`config.mk`:
```
export PLATFORM = sky130hd
export DESIGN_NAME = aap_array
export DESIGN_NICKNAME = d
export VERILOG_FILES = /design/src/rtl/aap_pkg.sv /design/src/rtl/aap_seq.sv /design/src/rtl/aap_row.sv /design/src/rtl/aap_array.sv
export SDC_FILE = /design/constraint.sdc
export NUM_CORES = 1
export LEC_CHECK = 0
export ABC_AREA = 1
export BUFFER_PORTS_ARGS = -buffer_cell sky130_fd_sc_hd__buf_2
export CAP_MARGIN = 20
export CELL_PAD_IN_SITES_DETAIL_PLACEMENT = 1
export CELL_PAD_IN_SITES_GLOBAL_PLACEMENT = 1
export CORE_ASPECT_RATIO = 0.8
export CORE_UTILIZATION = 40
export DETAILED_ROUTE_END_ITERATION = 7
export GPL_ROUTABILITY_DRIVEN = 0
export PLACE_DENSITY_LB_ADDON = 0.1
export SYNTH_ARGS = -nofsm -noshare
export SYNTH_HDL_FRONTEND = slang
export SYNTH_HIERARCHICAL = 1
export SYNTH_SLANG_ARGS = --single-unit
```
`constraint.sdc`:
```
create_clock -name clk -period 6.3 [get_ports clk]
set_clock_uncertainty 0.1 [all_clocks]
set_input_delay 1.26 -clock clk [delete_from_list [all_inputs] [get_ports clk]]
set_output_delay 1.26 -clock clk [all_outputs]
set_load 0.005 [all_outputs]
```
`src/rtl/aap_pkg.sv`:
```
package aap_pkg;

    typedef enum logic [2:0] {
        OP_NONE    = 3'd0,
        OP_WR_WORD = 3'd1,
        OP_LD_KEY  = 3'd2,
        OP_LD_EN   = 3'd3,
        OP_SEARCH  = 3'd4,
        OP_OR      = 3'd5,
        OP_LD_A    = 3'd6,
        OP_LD_B    = 3'd7
    } aap_op_e;

endpackage

```
`src/rtl/aap_seq.sv`:
```
module aap_seq
    import aap_pkg::*;
#(
    parameter int W    = 16,
    parameter int FLEN = 4
) (
    input  logic                 clk,
    input  logic                 rst_n,
    input  logic                 cmd_valid,
    input  logic [2:0]           cmd_op,
    input  logic [$clog2(W)-1:0] cmd_col,
    input  logic [W-1:0]         cmd_wdata,
    output logic                 busy,
    output logic                 done,
    output logic                 err,
    output logic                 ld_word,
    output logic                 ld_en,
    output logic                 ld_a,
    output logic                 ld_b,
    output logic                 start,
    output logic                 step,
    output logic                 last,
    output logic                 or_en,
    output logic [$clog2(W)-1:0] col_sel,
    output logic                 key_bit
);

    localparam int CW   = $clog2(W);
    localparam int CNTW = $clog2(FLEN);

    typedef struct packed {
        logic            busy;
        logic [CNTW-1:0] cnt;
        logic [CW-1:0]   col;
        logic [FLEN-1:0] key;
        logic            done;
        logic            err;
    } seq_s;

    seq_s cur_q, nxt_d;
    logic acc;
    aap_op_e op;
    logic [CW+1:0] end_pos;

    always_comb begin
        nxt_d    = cur_q;
        nxt_d.done = 1'b0;
        nxt_d.err  = 1'b0;
        ld_word  = 1'b0;
        ld_en    = 1'b0;
        ld_a     = 1'b0;
        ld_b     = 1'b0;
        start    = 1'b0;
        step     = 1'b0;
        last     = 1'b0;
        or_en    = 1'b0;
        acc      = cmd_valid && !cur_q.busy;
        op       = aap_op_e'(cmd_op);
        end_pos  = {2'b00, cmd_col} + (CW+2)'(FLEN);
        col_sel  = cur_q.busy ? (cur_q.col + CW'(cur_q.cnt)) : cmd_col;
        key_bit  = cur_q.key[cur_q.cnt];

        if (cur_q.busy) begin
            step = 1'b1;
            if (cur_q.cnt == CNTW'(FLEN - 1)) begin
                last       = 1'b1;
                nxt_d.busy = 1'b0;
                nxt_d.cnt  = '0;
                nxt_d.done = 1'b1;
            end else begin
                nxt_d.cnt = cur_q.cnt + 1'b1;
            end
        end else if (acc) begin
            unique case (op)
                OP_WR_WORD: ld_word = 1'b1;
                OP_LD_KEY:  nxt_d.key = cmd_wdata[FLEN-1:0];
                OP_LD_EN:   ld_en = 1'b1;
                OP_LD_A:    ld_a = 1'b1;
                OP_LD_B:    ld_b = 1'b1;
                OP_SEARCH: begin
                    if (end_pos > (CW+2)'(W)) begin
                        nxt_d.err = 1'b1;
                    end else begin
                        nxt_d.busy = 1'b1;
                        nxt_d.cnt  = '0;
                        nxt_d.col  = cmd_col;
                        start      = 1'b1;
                    end
                end
                OP_OR: begin
                    if ({1'b0, cmd_col} >= (CW+1)'(W)) begin
                        nxt_d.err = 1'b1;
                    end else begin
                        or_en      = 1'b1;
                        nxt_d.done = 1'b1;
                    end
                end
                default: ;
            endcase
        end
    end

    always_ff @(posedge clk or negedge rst_n) begin
        if (!rst_n) begin
            cur_q <= '0;
        end else begin
            cur_q <= nxt_d;
        end
    end

    assign busy = cur_q.busy;
    assign done = cur_q.done;
    assign err  = cur_q.err;

endmodule

```
`src/rtl/aap_row.sv`:
```
module aap_row #(
    parameter int W = 16
) (
    input  logic                 clk,
    input  logic                 rst_n,
    input  logic                 ld_word,
    input  logic [W-1:0]         wdata,
    input  logic                 ld_en,
    input  logic                 ld_a,
    input  logic                 ld_b,
    input  logic                 vec_bit,
    input  logic                 start,
    input  logic                 step,
    input  logic                 last,
    input  logic                 or_en,
    input  logic [$clog2(W)-1:0] col_sel,
    input  logic                 key_bit,
    output logic [W-1:0]         word_o,
    output logic                 en_o,
    output logic                 a_o,
    output logic                 b_o
);

    typedef struct packed {
        logic [W-1:0] word;
        logic         en;
        logic         run;
        logic         a;
        logic         b;
    } row_s;

    row_s cur_q, nxt_d;
    logic sel;
    logic eq;

    always_comb begin
        nxt_d = cur_q;
        sel   = cur_q.word[col_sel];
        eq    = sel ~^ key_bit;
        if (ld_word) nxt_d.word = wdata;
        if (ld_en)   nxt_d.en   = vec_bit;
        if (ld_a)    nxt_d.a    = vec_bit;
        if (ld_b)    nxt_d.b    = vec_bit;
        if (start)   nxt_d.run  = 1'b1;
        if (step)    nxt_d.run  = cur_q.run & eq;
        if (last && cur_q.en)  nxt_d.a = cur_q.run & eq;
        if (or_en && cur_q.en) nxt_d.b = sel | cur_q.a;
    end

    always_ff @(posedge clk or negedge rst_n) begin
        if (!rst_n) begin
            cur_q <= '{word: '0, en: 1'b1, run: 1'b1, a: 1'b0, b: 1'b0};
        end else begin
            cur_q <= nxt_d;
        end
    end

    assign word_o = cur_q.word;
    assign en_o   = cur_q.en;
    assign a_o    = cur_q.a;
    assign b_o    = cur_q.b;

endmodule

```
`src/rtl/aap_array.sv`:
```
module aap_array #(
    parameter int N    = 8,
    parameter int W    = 16,
    parameter int FLEN = 4
) (
    input  logic                 clk,
    input  logic                 rst_n,
    input  logic                 cmd_valid,
    input  logic [2:0]           cmd_op,
    input  logic [$clog2(W)-1:0] cmd_col,
    input  logic [$clog2(N)-1:0] cmd_addr,
    input  logic [W-1:0]         cmd_wdata,
    input  logic [N-1:0]         cmd_vec,
    input  logic [$clog2(N)-1:0] rd_addr,
    output logic [W-1:0]         rd_word,
    output logic [N-1:0]         tag_a,
    output logic [N-1:0]         tag_b,
    output logic                 busy,
    output logic                 done,
    output logic                 err
);

    localparam int CW = $clog2(W);
    localparam int AW = $clog2(N);

    logic          ld_word, ld_en, ld_a, ld_b;
    logic          start, step, last, or_en, key_bit;
    logic [CW-1:0] col_sel;
    logic [W-1:0]  words [N];
    logic [N-1:0]  en_vec;

    aap_seq #(.W(W), .FLEN(FLEN)) seq_i (
        .clk      (clk),
        .rst_n    (rst_n),
        .cmd_valid(cmd_valid),
        .cmd_op   (cmd_op),
        .cmd_col  (cmd_col),
        .cmd_wdata(cmd_wdata),
        .busy     (busy),
        .done     (done),
        .err      (err),
        .ld_word  (ld_word),
        .ld_en    (ld_en),
        .ld_a     (ld_a),
        .ld_b     (ld_b),
        .start    (start),
        .step     (step),
        .last     (last),
        .or_en    (or_en),
        .col_sel  (col_sel),
        .key_bit  (key_bit)
    );

    for (genvar g = 0; g < N; g++) begin : g_row
        aap_row #(.W(W)) row_i (
            .clk    (clk),
            .rst_n  (rst_n),
            .ld_word(ld_word && (cmd_addr == AW'(g))),
            .wdata  (cmd_wdata),
            .ld_en  (ld_en),
            .ld_a   (ld_a),
            .ld_b   (ld_b),
            .vec_bit(cmd_vec[g]),
            .start  (start),
            .step   (step),
            .last   (last),
            .or_en  (or_en),
            .col_sel(col_sel),
            .key_bit(key_bit),
            .word_o (words[g]),
            .en_o   (en_vec[g]),
            .a_o    (tag_a[g]),
            .b_o    (tag_b[g])
        );
    end

    assign rd_word = words[rd_addr];

endmodule

```
== After elaboration in Yosys (flattened, before gate mapping) ==
Index checks and enable logic that the tools add are counted.

* Add/sub/neg operators: 3
* Order comparisons: 4
* Reduce and logical (&&, ||, !) cells: 49
* Multiplexer cells: 96
* Eq/ne operators: 16
* Bitwise gates (word level): 27

{| class="wikitable"
|+ Operators with widths
! kind !! count
|-
| $mux 1 || 77
|-
| $bmux 16 s3 || 1
|-
| $reduce_bool 2->1 || 19
|-
| $bmux 1 s4 || 8
|-
| $mux 16 || 2
|-
| $logic_and 1x1->1 || 25
|-
| $eq 3x3->1 const B || 8
|-
| $mux 7 || 2
|-
| $mux 13 || 1
|-
| $eq 3x2->1 const B || 4
|-
| $and 1x1->1 || 8
|-
| $mux 4 || 2
|-
| $or 1x1->1 || 8
|-
| $xnor 1x1->1 || 8
|-
| $eq 3x1->1 const B || 2
|-
| $gt 6x5->1 const B || 1
|-
| $reduce_and 3->1 || 2
|-
| $add 4x3->5 const B || 1
|-
| $lt 4x5->1 const B || 1
|-
| $add 4x2->4 || 1
|-
| $ge 4x4->1 const B || 1
|-
| $not 3->4 || 1
|-
| $reduce_and 4->1 || 1
|-
| $logic_not 3->1 || 1
|-
| other kinds (9) || 10
|}

* Register bits after elaboration: 173
* Input bits: 40
* Output and inout port bits: 35
* Word-level logic and storage cells: 241

== Longest topological paths before layout ==
* Word-level depth: 8
* Depth in mapped cells: 15
* Mapped depth without buffers: 14

== Hierarchy ==
The synthesis kept the hierarchy.

{| class="wikitable"
|+ By module, submodules not included
! module !! area an instance (sq um) !! cells each !! instances !! sequential area each (sq um)
|-
| aap_row || 1141.1 || 146 || 8 || 503.0
|-
| aap_array || 1825.5 || 443 || 1 || 0.0
|-
| aap_seq || 803.3 || 109 || 1 || 325.3
|}

== Least setup slack after synthesis ==
Ideal clock, no wire load.

* Path kind: register to register
* From: register seq_i/cur_q[10] (netlist name)
* To: register g_row[0].row_i.cur_q, in the netlist g_row[0].row_i/a_o
* Arrival: 4.631 ns
* Setup time: 0.117 ns
* Data required time: 6.083 ns
* Slack: 1.452 ns
* Buffers on the path: 0
* Stages on the path, launching flop included: 14
* Path through: dfrtp_1 -> ha_1 -> inv_1 -> fa_1 -> o21ai_0 -> inv_1 -> nand3_1 -> nand3_2 -> nand3_2 -> nand3_1 -> nand3_2 -> nand2_1 -> nand2_1 -> nand2_1

* Longest elaborated chain between the ends: 7

{| class="wikitable"
|+ Ends and longest elaborated chain
! what !! line !! source
|-
| from (decl) || aap_seq.sv:40 || <nowiki>seq_s cur_q, nxt_d;</nowiki>
|-
| from (signal assigned) || aap_seq.sv:107 || <nowiki>cur_q <= nxt_d;</nowiki>
|-
| $add 4x2->4 || aap_seq.sv:60 || <nowiki>col_sel = cur_q.busy ? (cur_q.col + CW'(cur_q.cnt)) : cmd_col;</nowiki>
|-
| $mux 4 || aap_seq.sv:60 ||
|-
| net col_sel[1] || aap_array.sv:28 || <nowiki>logic [CW-1:0] col_sel;</nowiki>
|-
| $bmux 1 s4 || aap_row.sv:38 || <nowiki>sel = cur_q.word[col_sel];</nowiki>
|-
| $mux 1 (not written as such) || aap_row.sv:38 ||
|-
| $xnor 1x1->1 || aap_row.sv:39 || <nowiki>eq = sel ~^ key_bit;</nowiki>
|-
| $and 1x1->1 || aap_row.sv:46 || <nowiki>if (last && cur_q.en) nxt_d.a = cur_q.run & eq;</nowiki>
|-
| $mux 1 || aap_row.sv:46 ||
|-
| to (signal assigned) || aap_row.sv:52 || <nowiki>cur_q <= '{word: '0, en: 1'b1, run: 1'b1, a: 1'b0, b: 1'b0};</nowiki>
|-
| to (signal assigned) || aap_row.sv:54 || <nowiki>cur_q <= nxt_d;</nowiki>
|-
| to (decl) || aap_row.sv:32 || <nowiki>row_s cur_q, nxt_d;</nowiki>
|}

The timed path passes the listed nets, and every way through them passes these cells. The select of a mux whose other input is x is not followed.
A chain may end at the register's enable or synchronous reset.

== Worst setup path after layout ==
* From: input rd_addr[0]
* To: output rd_word[15]

* Longest elaborated chain between the ends: 4

{| class="wikitable"
|+ Ends and longest elaborated chain
! what !! line !! source
|-
| from (decl) || aap_array.sv:14 || <nowiki>input logic [$clog2(N)-1:0] rd_addr,</nowiki>
|-
| $not 3->4 (not written as such) || aap_array.sv:77 || <nowiki>assign rd_word = words[rd_addr];</nowiki>
|-
| $bmux 16 s3 || aap_array.sv:77 ||
|-
| $mux 16 (not written as such) (2 in a row) || aap_array.sv:77 ||
|-
| to (decl) || aap_array.sv:15 || <nowiki>output logic [W-1:0] rd_word,</nowiki>
|}

Every way passes these cells. The select of a mux whose other input is x is not followed.

==> run summary <==
The run finished with clean final reports. Total congestion overflow: 0. Once the floorplan was initialized, standard cells occupied 41.2% of the core. The slowest stage of the critical path belongs to the cell sky130_fd_sc_hd__inv_2. The cell chosen for the clock root is sky130_fd_sc_hd__clkbuf_16. Summing over every cut layer, the via total after detailed routing is 10168. The most critical setup path has its startpoint at rd_addr[0]. The average instance in the mapped netlist occupies 6.84 sq um.

For the worst slew slack as a fraction of its limit, the log shows 31.7%. The share of cells above drive strength 1 is 14.9%. The class of the tightest hold or removal check is reg2reg.

The tools report the post-synthesis instance area as 11800 sq um. Counting cells, the worst reg-to-reg path comes to 12. For the number of antenna violations at the first check in global routing, the log shows 1. Including well taps, the total number of placed cells is 1995.

The tree built by TritonCTS fans out to 173 sinks. The post-synthesis sequential area ratio is 37.0%. The critical path goes through buf_2, inv_2, buf_4, nand2_1, nand3_1, nand2_1, nand2_1, nand2_1, buf_2. Yosys mapped a number of flops with a built-in enable equal to 0. For this run, the leading register cell type out of synthesis is sky130_fd_sc_hd__dfrtp_1. The top fanout value on the critical path is 43, and the placeable core region is 28600 sq um. After detailed routing, the number of remaining DRC violations is 0. Global routing used 26.4% of the available tracks across all layers. After detailed routing, the average wire length per cell comes to 18.8 um. In the finished design, the share of the clock period the worst path needs comes to 68.7%.

Setup total negative slack on the finished layout was measured at 0 ps. The tools report the buffer count from post-CTS setup fixing as 0. The worst setup slack after layout came out at 1970 ps.

Power spread over the standard cell area amounts to 411 nW/um^2. After synthesis, the netlist uses 27 different library cells. The die covers 30100 sq um. The count of nets left with antenna violations once routing finished came out at 0. For this design, the CTS-stage hold fixing added 0 buffers.

Max-cap violations in this run came to 0. The logs give 2 for the worst-case clock buffer depth and 4 for the number of H-tree levels. The capture point of the worst reg-to-reg path was g_row[6].row_i/b_o$_DFFE_PN0P_. During placement, the flow inserted port buffers numbering 74.

In this run the core area contains 55 standard-cell rows. Setup repair after global routing left no endpoint under its margin. Of the post-synthesis cell area, the dominant cell type holds 33.4%. The cell count after synthesis came out at 1720.

For this block, the routed nets add up to 38.1 mm of wire. The final design utilization was 42.7%; the number of antenna cells inserted was 0. The tools report the pin count of the biggest net entering global routing as 113. The run gives 231 MHz as the fmax.

The run gives 17 as the number of buffers created by CTS. The clock transition at the registers of the reported paths came out at 60 ps. The worst-case IR drop observed on VDD is 0.517 mV.

After synthesis, the cell types taking the most area are sky130_fd_sc_hd__dfrtp_1, sky130_fd_sc_hd__nand2_1, sky130_fd_sc_hd__inv_1, sky130_fd_sc_hd__buf_4, sky130_fd_sc_hd__nand3_1. The clock period minus worst slack works out to 4330 ps. Required time at the worst-slack endpoint: 4940 ps. Synthesis produced a netlist with a net count of 1764.

Across all hold checks on the routed design, the worst slack comes to 377 ps. By count the netlist is led by sky130_fd_sc_hd__nand2_1, sky130_fd_sc_hd__inv_1, sky130_fd_sc_hd__nand3_1. The final setup violation count came out at 0. The worst setup path is launched from an input port.

The post-synthesis to final-layout area growth came out at 3.70%. The first detailed-routing pass took 5 iterations. TritonCTS built the clock tree. The routed via count divided by cell count was 5.00.

The floorplan die width was 194 um. 75 I/O pins were placed. The type of the worst setup path was in2out. Once detailed placement completed, the half-perimeter wirelength came to 26.7 mm. The delay contributed by the slowest stage of the critical path was 660 ps.

The signal arrival time at the worst endpoint was 2970 ps; the flip-flop and latch count after synthesis was 173. The startpoint identified for the worst register-to-register timing path is seq_i/cur_q[10]$_DFFE_PN0P_. The number of global-route vias before repair was 10207; the die extent in y was 155 um. The tools report the leakage power summed over all cells as 6.82 nW. During synthesis, Yosys emitted a total of 6 warnings.

The worst-skew pair later-pin latency is 450 ps, and the register-to-register setup slack is 2770 ps. The count of final hold-check violations was 0. The run gives 1980 ps as the placement-stage worst setup slack. The tools report the post-cts gate resize count as 0.

STA classifies the critical path endpoint as a primary output. For the pin with the worst max-slew slack, the measured transition is 1020 ps. The most common cell in the netlist was sky130_fd_sc_hd__nand2_1.

The finished layout holds 2032 standard cells, fillers aside. Summed over all instances, the cell type with the most area after synthesis is sky130_fd_sc_hd__dfrtp_1. Along the worst hold path, the cell count comes to 2.

For met1 alone, demand over resource in global routing was 38.6%. The post-synthesis async set-or-reset flop share was 100%; the met2 usage was 40.3%. The first global-routing pass estimated 60.5 mm of wire. After the last flow step, the layout net total stands at 1693. The detailed router finished its first iteration with 558 violations. The critical path ends at rd_word[15]. The logs give 0 for the number of max-slew violations in the final report and 4.66% for the met3 track utilization from global routing. The routing layer with the top usage in global route is met2. In this design, the critical path's most frequently occurring cell is sky130_fd_sc_hd__nand2_1.
critical path, delay by kind of cell:
family,cells,cell delay [ps]
AND/OR/NAND/NOR,5,410
buffers and inverters,4,1300
logic make-up after synthesis:
group	Yosys count	share of synthesized area (%)
simple gates	834	31.9
buf+inv	532	22.8
compound gates	176	7.67
flops	173	37.0
fa+ha+maj	4	0.490
xor+xnor	1	0.0745
worst min path at each step:
stage	start	to	slack [ps]
3_3_place_gp	seq_i/cur_q[4]$_DFFE_PN0P_	seq_i/cur_q[4]$_DFFE_PN0P_	360
5_1_grt	seq_i/cur_q[6]$_DFFE_PN0P_	seq_i/cur_q[6]$_DFFE_PN0P_	420
2_1_floorplan	seq_i/cur_q[4]$_DFFE_PN0P_	seq_i/cur_q[4]$_DFFE_PN0P_	340
4_1_cts	seq_i/cur_q[4]$_DFFE_PN0P_	seq_i/cur_q[4]$_DFFE_PN0P_	380
3_5_place_dp	seq_i/cur_q[4]$_DFFE_PN0P_	seq_i/cur_q[4]$_DFFE_PN0P_	370
6_report	seq_i/cur_q[4]$_DFFE_PN0P_	seq_i/cur_q[4]$_DFFE_PN0P_	380
metal layers:
layer	vias up	part of all wire [%]
met5	-	0.034
met4	2	1.4
met3	34	4.5
met2	182	44
met1	5022	50
li1	4928	-
final cells by class:
| cell class | instances | area, sq um |
|---|---|---|
| fill | 3738 | 16400 |
| clock buffer | 18 | 429 |
| multi-input combinational | 1015 | 4780 |
| inverter | 348 | 1370 |
| sequential | 173 | 4350 |
| timing repair buffer | 94 | 614 |
| tap | 370 | 463 |
| clock inverter | 14 | 193 |
sequential cells by signal, summed over array words and instances (netlist names):
signal and flops:
g_row.row_i/a_o 8, g_row.row_i/b_o 8, g_row.row_i/cur_q 8, g_row.row_i/en_o 8
g_row.row_i/word_o 128, seq_i/busy 1, seq_i/cur_q 10, seq_i/done 1
seq_i/err 1
layout by cell type, fill, tap and decap left out, types with 2 or more instances in the layout:
cell type | synthesis | routed
sky130_fd_sc_hd__o31ai_1 | 8 | 8
sky130_fd_sc_hd__dfrtp_1 | 157 | 157
sky130_fd_sc_hd__nand2_2 | 33 | 33
sky130_fd_sc_hd__nor2_4 | 2 | 2
sky130_fd_sc_hd__inv_6 | 0 | 2
sky130_fd_sc_hd__o21ai_4 | 0 | 3
sky130_fd_sc_hd__clkbuf_16 | 0 | 17
sky130_fd_sc_hd__buf_12 | 0 | 2
sky130_fd_sc_hd__buf_4 | 133 | 13
sky130_fd_sc_hd__a21oi_1 | 8 | 8
sky130_fd_sc_hd__buf_8 | 0 | 3
sky130_fd_sc_hd__nand3_1 | 166 | 166
sky130_fd_sc_hd__nor2_1 | 33 | 25
sky130_fd_sc_hd__nand2_1 | 548 | 548
sky130_fd_sc_hd__ha_1 | 3 | 3
sky130_fd_sc_hd__buf_16 | 0 | 2
sky130_fd_sc_hd__nand3_2 | 48 | 48
sky130_fd_sc_hd__bufinv_16 | 0 | 4
sky130_fd_sc_hd__nor3_1 | 2 | 2
sky130_fd_sc_hd__inv_1 | 338 | 338
sky130_fd_sc_hd__nand2_4 | 2 | 2
sky130_fd_sc_hd__nor2_2 | 0 | 8
sky130_fd_sc_hd__buf_2 | 12 | 73
sky130_fd_sc_hd__dfstp_2 | 16 | 16
sky130_fd_sc_hd__clkinvlp_4 | 0 | 3
sky130_fd_sc_hd__o21ai_0 | 158 | 155
sky130_fd_sc_hd__clkinv_2 | 0 | 3
sky130_fd_sc_hd__clkinv_4 | 0 | 2
sky130_fd_sc_hd__inv_8 | 8 | 8
per-stage QoR:
step	instance area, sq um	power, W
floorplan	11800	0.00343
global placement	11500	0.00381
finish	12200	0.00501
CTS	12100	0.00505
detailed placement	11500	0.00386
global route	12200	0.00539
power breakdown:
group          internal, W  leakage (nW)  switching, W
sequential         0.00149          1.82      0.000231
clock             0.000666         0.297      0.000492
combinational     0.000681          4.70       0.00145
total              0.00283          6.82       0.00218
Power figures use the tool's default switching activity.
